`src/rtl/ffemu_pkg.sv`:
```
package ffemu_pkg;
  typedef enum logic [1:0] {
    FFE_EDGE   = 2'd0,
    FFE_LATCH  = 2'd1,
    FFE_SRONLY = 2'd2
  } ffe_mode_e;
endpackage

```
`src/rtl/ffemu_edge_det.sv`:
```
// Keeps the emulated clock level seen on the previous global edge and flags
// an active transition. Reset primes history to the active level (no false edge).
module ffemu_edge_det #(
  parameter bit CLK_POL = 1'b1
) (
  input  logic gclk,
  input  logic rst,
  input  logic emu_clk,
  output logic edge_hit
);
  logic prev_lvl;

  always_ff @(posedge gclk) begin
    if (rst) prev_lvl <= CLK_POL;
    else     prev_lvl <= emu_clk;
  end

  assign edge_hit = (emu_clk == CLK_POL) && (prev_lvl != CLK_POL);
endmodule

```
`src/rtl/ffemu_next_state.sv`:
```
// Builds the value an active edge would load, with the enable/sync-reset order
// picked by EN_OVER_SRST.
module ffemu_next_state #(
  parameter int                WIDTH        = 8,
  parameter bit                HAS_EN       = 1'b1,
  parameter bit                EN_POL       = 1'b1,
  parameter bit                HAS_SRST     = 1'b1,
  parameter bit                SRST_POL     = 1'b1,
  parameter logic [WIDTH-1:0]  SRST_VAL     = '0,
  parameter bit                EN_OVER_SRST = 1'b0
) (
  input  logic [WIDTH-1:0] d,
  input  logic [WIDTH-1:0] q_now,
  input  logic             en,
  input  logic             srst,
  output logic [WIDTH-1:0] nxt
);
  logic en_on;
  logic srst_on;

  assign en_on   = HAS_EN   ? (en == EN_POL)     : 1'b1;
  assign srst_on = HAS_SRST ? (srst == SRST_POL) : 1'b0;

  generate
    if (EN_OVER_SRST) begin : g_rst_inside
      logic [WIDTH-1:0] rst_sel;
      assign rst_sel = srst_on ? SRST_VAL : d;
      assign nxt     = en_on ? rst_sel : q_now;
    end else begin : g_rst_outside
      logic [WIDTH-1:0] hold_sel;
      assign hold_sel = en_on ? d : q_now;
      assign nxt      = srst_on ? SRST_VAL : hold_sel;
    end
  endgenerate
endmodule

```
`src/rtl/ffemu_async_ovr.sv`:
```
// Applies async reset, then per-bit set and clear (clear strongest), on top of
// the sampled value within the same global cycle.
module ffemu_async_ovr #(
  parameter int               WIDTH    = 8,
  parameter bit               HAS_ARST = 1'b1,
  parameter bit               ARST_POL = 1'b1,
  parameter logic [WIDTH-1:0] ARST_VAL = '0,
  parameter bit               HAS_SR   = 1'b1,
  parameter bit               SET_POL  = 1'b1,
  parameter bit               CLR_POL  = 1'b1
) (
  input  logic [WIDTH-1:0] base,
  input  logic             arst,
  input  logic [WIDTH-1:0] set,
  input  logic [WIDTH-1:0] clr,
  output logic [WIDTH-1:0] q
);
  logic [WIDTH-1:0] after_arst;

  generate
    if (HAS_ARST) begin : g_arst
      assign after_arst = (arst == ARST_POL) ? ARST_VAL : base;
    end else begin : g_no_arst
      assign after_arst = base;
    end

    if (HAS_SR) begin : g_sr
      logic [WIDTH-1:0] set_on;
      logic [WIDTH-1:0] clr_on;
      assign set_on = SET_POL ? set : ~set;
      assign clr_on = CLR_POL ? clr : ~clr;
      assign q      = (after_arst | set_on) & ~clr_on;
    end else begin : g_no_sr
      assign q = after_arst;
    end
  endgenerate
endmodule

```
`src/rtl/ffemu_cell.sv`:
```
module ffemu_cell
  import ffemu_pkg::*;
#(
  parameter int               WIDTH        = 8,
  parameter ffe_mode_e        MODE         = FFE_EDGE,
  parameter bit               CLK_POL      = 1'b1,
  parameter bit               HAS_EN       = 1'b1,
  parameter bit               EN_POL       = 1'b1,
  parameter bit               HAS_SRST     = 1'b1,
  parameter bit               SRST_POL     = 1'b1,
  parameter logic [WIDTH-1:0] SRST_VAL     = '0,
  parameter bit               EN_OVER_SRST = 1'b0,
  parameter bit               HAS_ARST     = 1'b1,
  parameter bit               ARST_POL     = 1'b1,
  parameter logic [WIDTH-1:0] ARST_VAL     = '0,
  parameter bit               HAS_SR       = 1'b1,
  parameter bit               SET_POL      = 1'b1,
  parameter bit               CLR_POL      = 1'b1,
  parameter logic [WIDTH-1:0] INIT_VAL     = '0
) (
  input  logic             gclk,
  input  logic             rst,
  input  logic             emu_clk,
  input  logic [WIDTH-1:0] d,
  input  logic             en,
  input  logic             srst,
  input  logic             arst,
  input  logic [WIDTH-1:0] set,
  input  logic [WIDTH-1:0] clr,
  output logic [WIDTH-1:0] q
);
  logic [WIDTH-1:0] prev_q;
  logic [WIDTH-1:0] base;

  // previous output: captures forced async values so they persist
  always_ff @(posedge gclk) begin
    if (rst) prev_q <= INIT_VAL;
    else     prev_q <= q;
  end

  generate
    if (MODE == FFE_EDGE) begin : g_edge
      logic             edge_hit;
      logic [WIDTH-1:0] nxt;
      logic [WIDTH-1:0] prev_nxt;

      ffemu_edge_det #(.CLK_POL(CLK_POL)) u_edge (
        .gclk     (gclk),
        .rst      (rst),
        .emu_clk  (emu_clk),
        .edge_hit (edge_hit)
      );

      ffemu_next_state #(
        .WIDTH(WIDTH), .HAS_EN(HAS_EN), .EN_POL(EN_POL),
        .HAS_SRST(HAS_SRST), .SRST_POL(SRST_POL), .SRST_VAL(SRST_VAL),
        .EN_OVER_SRST(EN_OVER_SRST)
      ) u_next (
        .d     (d),
        .q_now (q),
        .en    (en),
        .srst  (srst),
        .nxt   (nxt)
      );

      always_ff @(posedge gclk) begin
        if (rst) prev_nxt <= INIT_VAL;
        else     prev_nxt <= nxt;
      end

      assign base = edge_hit ? prev_nxt : prev_q;
    end else if (MODE == FFE_LATCH) begin : g_latch
      assign base = (en == EN_POL) ? d : prev_q;
    end else begin : g_sronly
      assign base = prev_q;
    end
  endgenerate

  ffemu_async_ovr #(
    .WIDTH(WIDTH), .HAS_ARST(HAS_ARST), .ARST_POL(ARST_POL), .ARST_VAL(ARST_VAL),
    .HAS_SR(HAS_SR), .SET_POL(SET_POL), .CLR_POL(CLR_POL)
  ) u_ovr (
    .base (base),
    .arst (arst),
    .set  (set),
    .clr  (clr),
    .q    (q)
  );
endmodule

```
`config.mk`:
```
export PLATFORM = sky130hd
export DESIGN_NAME = ffemu_cell
export DESIGN_NICKNAME = d
export VERILOG_FILES = /design/src/rtl/ffemu_pkg.sv /design/src/rtl/ffemu_edge_det.sv /design/src/rtl/ffemu_next_state.sv /design/src/rtl/ffemu_async_ovr.sv /design/src/rtl/ffemu_cell.sv
export SDC_FILE = /design/constraint.sdc
export NUM_CORES = 1
export LEC_CHECK = 0
export CORE_MARGIN = 1.5
export CORE_UTILIZATION = 40
export CTS_CLUSTER_SIZE = 14
export DETAILED_ROUTE_END_ITERATION = 10
export MAX_ROUTING_LAYER = met4
export PLACE_DENSITY_LB_ADDON = 0.2
export SLEW_MARGIN = 30
export SYNTH_ARGS = -nofsm -noshare
export SYNTH_HDL_FRONTEND = slang
export SYNTH_HIERARCHICAL = 1
export SYNTH_SLANG_ARGS = --single-unit
```
`constraint.sdc`:
```
create_clock -name gclk -period 2.4 [get_ports gclk]
set_clock_uncertainty 0.2 [all_clocks]
set_input_delay 0.72 -clock gclk [delete_from_list [all_inputs] [get_ports gclk]]
set_output_delay 0.72 -clock gclk [all_outputs]
set_load 0.05 [all_outputs]
```
==> qor.txt <==
Number of diodes -> 0
Clock Pin Slew Worst Setup and Hold Paths -> 0.09 ns
Critical path required time -> 1.48 ns
Most used cell along the critical path -> buf_12
Num Clock Sinks -> 17
H-Tree Depth -> 1
First-pass GRT wire length -> 3.01 mm
Yosys top cell area share -> 0.394
Setup_tns -> -1.56 ns
Post-synth cell types -> 12
Core area -> 0.00200 mm²
Drt initial violations -> 4
Ys async rst share -> 0
Final setup violation count -> 8
Sequential fraction of the synthesis area -> 0.394
Ports -> 38
PnR worst setup slack -> -0.199 ns
Synthesis-stage register bit count -> 17
Row Count -> 16
Net Count, Synth -> 117
Worst ir drop on vdd -> 0.000262 V
Worst-path maximum fanout -> 8
Register area -> 340 µm²
DRT Wirelength -> 1.93 mm
Total GRT Usage -> 0.171
Arrival time of the worst setup path -> 1.68 ns
Dpl ws -> -0.626 ns
Failing checks -> setup timing
WS Path Type -> in2out
Total power draw -> 671 µW
Max_cap viols -> 0
Post-DP HPWL -> 1.55 mm
Slew margin rel. -> 0.762
Area of the multi-input gates -> 591 µm²
Vias/cell -> 4.51
Final Hold Vio Count -> 0
Drt drc -> 0
Clock Path Buffers -> 2
Ys flop type -> dfxtp_1
Die H -> 49.5 µm
Initial antenna violation count -> 0
Final Cycle Share -> 1.08
Tightest Pin Transition -> 0.356 ns
RePlAce Congestion -> 0.672
Synth top area cells -> dfxtp_1, mux2_4, nor2b_1, mux2i_1, a21oi_2
Vias in the first global route -> 743
Largest net degree at the start of global routing -> 11
Fmax -> 385 MHz
Critical Path Source Type -> input port
CP cell instances -> buf_6 > nor2b_4 > buf_12 > mux2_4 > nand2b_4 > a21oi_4 > buf_12
Nets@finish -> 168
Pwr Density -> 423 mW/mm²
Synthesis Warnings -> 6
Cts bufs inserted -> 3
Post-synth EDFFs -> 0
Min Tclk post-route -> 2.60 ns
Leading area contributor after synthesis -> dfxtp_1
TritonCTS clock tree -> built
Max-slew violations -> 0
Crit. End Element -> output pin
Slowest CP cell -> mux2_4
Die Area -> 0.00245 mm²
Unrepaired setup endpoints after global routing -> true
Max incr delay on CP -> 0.31 ns
Leakage -> 0.000691 µW
HP Class -> in2reg
Vias -> 739
Run status -> finished, violations left
Mapped Cells -> 87
Share of layout cells above drive strength 1 -> 0.365
Worst-Skew Late Latency -> 0.28 ns
First-pass DRT Iterations -> 4
Syn Std Cell Area -> 865 µm²
Syn_area_per_cell -> 9.94 µm²
Clock Tree Root -> clkbuf_4
DRT antenna net count -> 0
Grt total ovfl -> 0
Port Buffers -> 37
Post-synth top cells -> dfxtp_1, nor2b_1
# fillers -> 132
Hold Slack -> 0.418 ns
Die W -> 49.5 µm
P&R area growth vs syn -> 83.4%
Initial core utilization -> 0.432
WL/cell -> 11.7 µm
-- layout by cell type (no fill, tap or decap) --
| cell | count |
|---|---|
| clkbuf_4 | 3 |
| nand2b_4 | 8 |
| nor2_1 | 8 |
| dlygate4sd2_1 | 1 |
| buf_4 | 11 |
| clkbuf_1 | 1 |
| or2_1 | 1 |
| nor2b_1 | 16 |
| nor2b_4 | 1 |
| mux2i_1 | 8 |
| buf_6 | 2 |
| clkdlybuf4s50_1 | 27 |
| dfxtp_1 | 17 |
| inv_1 | 8 |
| buf_12 | 9 |
| a21oi_4 | 8 |
| mux2_4 | 8 |
-- registers in the layout, summed over array words and instances (netlist names) --
name                    cells
g_edge.u_edge/prev_lvl      1
g_edge.prev_nxt             8
prev_q                      8
-- logic make-up (layout without fill, tap and decap cells) --
| logic type | after synthesis | in the layout | synth area share |
|---|---|---|---|
| muxes | 16 | 16 | 0.232 |
| AOI/OAI and AO/OA | 8 | 8 | 0.0810 |
| and+or+nand+nor | 34 | 34 | 0.223 |
| DFF | 17 | 17 | 0.394 |
| buffers and inverters | 12 | 62 | 0.0709 |
-- critical path: cells and delay by family --
kind | cells | cell delay (ns)
buffers and inverters | 3 | 0.35
multiplexers | 1 | 0.31
AND/OR/NAND/NOR | 2 | 0.22
AO/OA/AOI/OAI | 1 | 0.06
-- layout make-up --
cell class,instances,share of cell area
Sequential cell,17,0.215
Tap cell,27,0.0213
Multi-Input combinational cell,58,0.373
Inverter,8,0.0189
Timing Repair Buffer,50,0.356
Clock buffer,4,0.0166
-- stage by stage --
stage,cell area (µm²),util,std cells
after floorplan,992,-,87
after detailed placement,1540,0.769,158
final,1590,0.792,164
after global routing,1590,0.792,164
after CTS,1580,0.788,163
after global placement,1540,0.769,158
-- routing by layer --
| layer | share of wire | GRT usage | vias to the layer above |
|---|---|---|---|
| li1 | - | - | 375 |
| met1 | 0.36 | 0.146 | 333 |
| met2 | 0.57 | 0.345 | 27 |
| met3 | 0.056 | 0.0394 | 4 |
| met4 | 0.017 | 0.0741 | 0 |
| met5 | 0 | - | - |
-- path summary, 6_finish.rpt --
kind	startpoint	to	slack, ns	cells past startpoint
setup / recovery	emu_clk	q[5]	-0.20	7
hold / removal	emu_clk	g_edge.u_edge/prev_lvl	0.42	2
setup reg to reg	g_edge.u_edge/prev_lvl	g_edge.prev_nxt[2]	0.47	10
hold reg to reg	g_edge.prev_nxt[6]	prev_q[6]	0.66	4
-- power by group --
| part | internal [µW] | total [µW] | switching (µW) |
|---|---|---|---|
| clock | 64.6 | 148 | 83.4 |
| sequential | 294 | 298 | 3.60 |
| combinational | 133 | 225 | 91.7 |
| total | 492 | 671 | 179 |
-- repair_timing --
action / in CTS / in global routing
buffers inserted: 1 / 1
gates resized for setup: 7 / 0
hold buffers: 0 / 0
setup endpoints to repair: 15 / 8
pin swaps: 1 / 1
endpoints found under the hold margin: 0 / 0
No activity file was read; power rests on OpenSTA's default activity.
